### config.mk
export PLATFORM = sky130hd
export DESIGN_NAME = resv_monitor
export DESIGN_NICKNAME = d
export VERILOG_FILES = /design/src/rtl/resv_pkg.sv /design/src/rtl/resv_ctrl.sv /design/src/rtl/resv_datapath.sv /design/src/rtl/resv_monitor.sv
export SDC_FILE = /design/constraint.sdc
export NUM_CORES = 1
export LEC_CHECK = 0
export BUFFER_PORTS_ARGS = -buffer_cell sky130_fd_sc_hd__buf_2
export CAP_MARGIN = 15
export CORE_UTILIZATION = 30
export CTS_CLUSTER_DIAMETER = 80
export DETAILED_ROUTE_END_ITERATION = 8
export PLACE_DENSITY = 0.52
export SETUP_SLACK_MARGIN = 0.15
export SYNTH_ARGS = -nofsm -noshare
export SYNTH_HDL_FRONTEND = slang
export SYNTH_SLANG_ARGS = --single-unit
export TNS_END_PERCENT = 30
### constraint.sdc
create_clock -name clk -period 1.9 [get_ports clk]
set_input_delay 0.285 -clock clk [delete_from_list [all_inputs] [get_ports clk]]
set_output_delay 0.285 -clock clk [all_outputs]
set_load 0.05 [all_outputs]
### src/rtl/resv_pkg.sv
package resv_pkg;
  typedef enum logic {MON_OPEN = 1'b0, MON_EXCL = 1'b1} monState_e;

  // strobes from control to datapath
  typedef struct packed {
    logic captureTag;
    logic replyValid;
    logic replyPass;
  } resvStrobes_t;
endpackage

### src/rtl/resv_ctrl.sv
module resv_ctrl
  import resv_pkg::*;
#(
  parameter bit TAG_CHECK = 1'b1
) (
  input  logic         clk,
  input  logic         rst_n,
  input  logic         ldReq,
  input  logic         stReq,
  input  logic         clrReq,
  input  logic         stTagOk,
  input  logic         snoopHit,
  output resvStrobes_t strobes,
  output monState_e    monState
);
  monState_e nextState;
  logic      tagGate;

  generate
    if (TAG_CHECK) begin : g_tagged
      assign tagGate = stTagOk;
    end else begin : g_untagged
      assign tagGate = 1'b1;
    end
  endgenerate

  always_comb begin
    strobes.replyValid = stReq;
    strobes.replyPass  = stReq && (monState == MON_EXCL) && tagGate;
    strobes.captureTag = ldReq && !clrReq && !stReq;
    nextState          = monState;
    if (clrReq || stReq) begin
      nextState = MON_OPEN;
    end else if (ldReq) begin
      nextState = MON_EXCL;
    end else if (snoopHit && monState == MON_EXCL) begin
      nextState = MON_OPEN;
    end
  end

  always_ff @(posedge clk or negedge rst_n) begin
    if (!rst_n) monState <= MON_OPEN;
    else        monState <= nextState;
  end
endmodule

### src/rtl/resv_datapath.sv
module resv_datapath
  import resv_pkg::*;
#(
  parameter int ADDR_W = 32,
  parameter int SIZE_W = 2
) (
  input  logic              clk,
  input  logic              rst_n,
  input  resvStrobes_t      strobes,
  input  logic [ADDR_W-1:0] reqAddr,
  input  logic [SIZE_W-1:0] reqSize,
  input  logic              snoopValid,
  input  logic [ADDR_W-1:0] snoopAddr,
  output logic              stTagOk,
  output logic              snoopHit,
  output logic              replyValid,
  output logic              replyFail,
  output logic              wrEn
);
  logic [ADDR_W-1:0] tagAddr;
  logic [SIZE_W-1:0] tagSize;
  logic [ADDR_W-1:0] reqAligned;
  logic [ADDR_W-1:0] snoopAligned;

  function automatic logic [ADDR_W-1:0] alignDown(input logic [ADDR_W-1:0] a,
                                                  input logic [SIZE_W-1:0] sz);
    logic [ADDR_W-1:0] lowMask;
    lowMask = (ADDR_W'(1) << sz) - ADDR_W'(1);
    return a & ~lowMask;
  endfunction

  assign reqAligned   = alignDown(reqAddr, reqSize);
  assign snoopAligned = alignDown(snoopAddr, tagSize);
  assign stTagOk      = (reqAligned == tagAddr) && (reqSize == tagSize);
  assign snoopHit     = snoopValid && (snoopAligned == tagAddr);

  always_ff @(posedge clk or negedge rst_n) begin
    if (!rst_n) begin
      tagAddr <= '0;
      tagSize <= '0;
    end else if (strobes.captureTag) begin
      tagAddr <= reqAligned;
      tagSize <= reqSize;
    end
  end

  always_ff @(posedge clk or negedge rst_n) begin
    if (!rst_n) begin
      replyValid <= 1'b0;
      replyFail  <= 1'b0;
      wrEn       <= 1'b0;
    end else begin
      replyValid <= strobes.replyValid;
      replyFail  <= strobes.replyValid && !strobes.replyPass;
      wrEn       <= strobes.replyPass;
    end
  end
endmodule

### src/rtl/resv_monitor.sv
module resv_monitor
  import resv_pkg::*;
#(
  parameter int ADDR_W    = 32,
  parameter bit TAG_CHECK = 1'b1
) (
  input  logic              clk,
  input  logic              rst_n,
  input  logic              ldReq,
  input  logic              stReq,
  input  logic              clrReq,
  input  logic [ADDR_W-1:0] reqAddr,
  input  logic [1:0]        reqSize,
  input  logic              snoopValid,
  input  logic [ADDR_W-1:0] snoopAddr,
  output logic              replyValid,
  output logic              replyFail,
  output logic              wrEn
);
  localparam int SIZE_W = 2;

  resvStrobes_t strobes;
  monState_e    monState;
  logic         stTagOk;
  logic         snoopHit;

  resv_ctrl #(.TAG_CHECK(TAG_CHECK)) u_ctrl (
    .clk(clk), .rst_n(rst_n), .ldReq(ldReq), .stReq(stReq), .clrReq(clrReq),
    .stTagOk(stTagOk), .snoopHit(snoopHit), .strobes(strobes), .monState(monState)
  );

  resv_datapath #(.ADDR_W(ADDR_W), .SIZE_W(SIZE_W)) u_dp (
    .clk(clk), .rst_n(rst_n), .strobes(strobes), .reqAddr(reqAddr), .reqSize(reqSize),
    .snoopValid(snoopValid), .snoopAddr(snoopAddr), .stTagOk(stTagOk),
    .snoopHit(snoopHit), .replyValid(replyValid), .replyFail(replyFail), .wrEn(wrEn)
  );
endmodule

==> impl_metrics.toml <==
[run_status]
outcome = "finished clean"

[floorplanning]
fp.dieW_um = 88.5
start_util_pct = 30.9
rows = 31
chipHeight_um = 88.5
io_pins = 75
die_area_sq_um = 7830
core_area_sq_um = 7250

[synth]
synth.distinct_cells = 27
yosys_warnings = 0
ys_seq_area_share_pct = 42.4
yosys_register_bits = 38
syn_area_per_cell_sq_um = 10.3
synth_area_sq_um = 2240
synth_cells = 217
syn-num-nets = 290

[grt]
grt_usage_pct = 15.4
grt_use_met2_pct = 25.4
antenna_found_initial = 0
grt_pass1_wl_mm = 8.80
grt_max_degree = 30
grt_pass1_vias = 1799
met1_usage_pct = 20.5
grt.busiest_layer = "met2"
met3_usage_pct = 2.99
grt_remaining_overflow = 0

[setup_path]
timing.critical_path.mode_cell = "nor4_1"
critPathRequiredTime_ns = 2.08
cp.arrival_ns = 1.81
worstSetupStartpointType = "register"
path_cells = "xor2_1 > nor4_1 > nand4_1 > nor4_1 > nor2_1"
cp_slowest_stage_delay_ns = 0.41
cp_max_fo = 3
critPathKind = "register to register"
critical_path.slowest_cell = "dfrtp_1"
ff2ff_path_depth = 5
endpoint_kind = "register"

[cts]
clk_latency_ns = 0.29
h-tree-depth = 2
clkTransAtPathRegs_ns = 0.08
cts.sink_count = 38
cts-root-buf = "clkbuf_8"
cts_buffer_depth = 2
post_cts_buffers = 0
cts_buffers = 5
cts_tree = "done"

[route]
first_iter_violations = 69
drt-total-wl_mm = 5.60
drc_errors = 0
antenna_left = 0
viasPerCell = 4.45
first_pass_iters = 4
num_vias = 1770
wl_per_cell_um = 14.1

[timing]
slew_viol_final = 0
setup_viol = 0
layout_min_cycle_time_ns = 1.63
setup_tns_ns = 0
clock_skew_ns = 0.00353
max_freq_mhz = 613
fin_ws_ns = 0.269
worst_slew_pin_slew_ns = 0.473
fin_crit_sh_pct = 85.9
slew_headroom_pct = 68.5
hold_viol_final = 0
rsz0062_at_grt = "no"

[job]
max_cap_viol_count = 0

[power_and_ir_drop]
cellPowerDensity_nw_per_um2 = 786
ir_worst_vdd_uv = 276
p_leak_uw = 0.00138

[layout]
final_cell_mix = "buf_2 (74), xor2_1 (59), dfrtp_1 (38)"
n_antenna_cell = 0
layout_commonest_cell = "buf_2"
n_fill_cell = 754
fin_util_pct = 39.6
final_nets = 371
layout-drive-gt1-share_pct = 36.8
fin_cells = 398
syn2layout_area_growth_pct = 27.9

[place]
placedCellCount = 389
place_congestion = 0.788
place_hpwl_mm = 4.53
place_ws_ns = 0.123
port_buffers = 74

[worst_hold_path]
holdCritPathClass = "input pin to register"
min_delay_path_depth = 1
-- repair_timing --
action / 4_1_cts / 5_1_grt
gates resized for setup: 0 / 1
setup endpoints to repair: 0 / 1
hold endpoints to repair: 18 / 0
hold buffers: 1 / 0
-- area by class of cell --
cell class              instances  area (sq um)  area share, %
well taps                      99           124           4.31
inverters                       1          3.75          0.131
clock inverters                 1          5.00          0.174
multi-input cells             172          1270           44.3
repair buffers                 80           430           15.0
flip-flops and latches         38           951           33.1
clock buffers                   7          86.3           3.01
-- where the power goes --
group / leakage [uW] / switching [uW] / internal [uW]
registers: 0.000471 / 144 / 936
logic: 0.000861 / 285 / 310
clock network: 0.0000482 / 289 / 293
total: 0.00138 / 717 / 1540
-- per-layer routing --
layer,wire length [um],share of wire (%),vias up
met5,0,0,-
met4,70,1.3,0
met3,242,4.3,7
met2,2600,47,42
met1,2680,48,820
li1,-,-,901
-- path summary, 6_finish.rpt --
kind | start | slack [ns] | endpoint
setup / recovery | u_dp.tagAddr[23] | 0.27 | u_ctrl.monState
hold / removal | stReq | 0.16 | u_dp.replyValid
setup reg to reg | u_dp.tagAddr[23] | 0.27 | u_ctrl.monState
hold reg to reg | u_dp.tagAddr[28] | 0.55 | u_dp.tagAddr[28]
max in group asynchronous | rst_n | 0.95 | u_dp.tagAddr[29]
min in group asynchronous | rst_n | 0.47 | u_dp.tagAddr[17]
-- logic make-up (layout without fill, tap and decap cells) --
group                      count (synthesis)  after routing  synth area share, %
AOI/OAI and AO/OA                         22             22                 6.30
xor gates and xnor gates                  64             64                 25.0
adders and majority gates                  1              1                0.557
buffers and inverters                      7             89                 1.28
DFF                                       38             38                 42.4
muxes                                     19             19                 9.53
and+or+nand+nor                           66             66                 15.0
-- critical path: cells and delay by family (launching register included) --
| kind | cells | cell delay, ns |
|---|---|---|
| XOR/XNOR | 1 | 0.17 |
| flip-flops | 1 | 0.41 |
| AND/OR/NAND/NOR | 4 | 0.93 |
-- cells in the mapped netlist (all sizes together) --
cell type	number	area share, %
ha	1	0.56
xor2	59	23
or2	2	0.56
and2b	1	0.33
a21oi	2	0.45
mux2	19	9.5
o21ai	16	3.6
a2111oi	1	1.2
nor3	2	0.45
nor2	2	0.33
o2111ai	1	0.39
nand2	32	5.4
a211oi	1	0.33
dfrtp	38	42
nor3b	1	0.33
a21boi	1	0.33
inv	1	0.17
xnor2	5	2.0
nand3	1	0.22
nor4	14	3.9
nor4b	1	0.39
buf	2	0.45
nor2b	3	0.84
nand4	4	1.1
nand2b	3	1.2
clkbuf	4	0.67
-- sequential cells by signal, summed over array words and instances (netlist names) --
register / count
u_ctrl.monState: 1
u_dp.replyFail: 1
u_dp.replyValid: 1
u_dp.tagAddr: 32
u_dp.tagSize: 2
u_dp.wrEn: 1
-- per-stage QoR --
stage | power [uW] | instance area (sq um) | hold slack (ns)
6_report | 2260 | 2870 | 0.158
5_1_grt | 2400 | 2870 | 0.158
4_1_cts | 2290 | 2870 | 0.151
3_5_place_dp | 1690 | 2760 | 0.273
3_3_place_gp | 1690 | 2760 | 0.275
2_1_floorplan | 1450 | 2240 | -0.0106
Note: power is estimated with default switching activity, not from simulation.
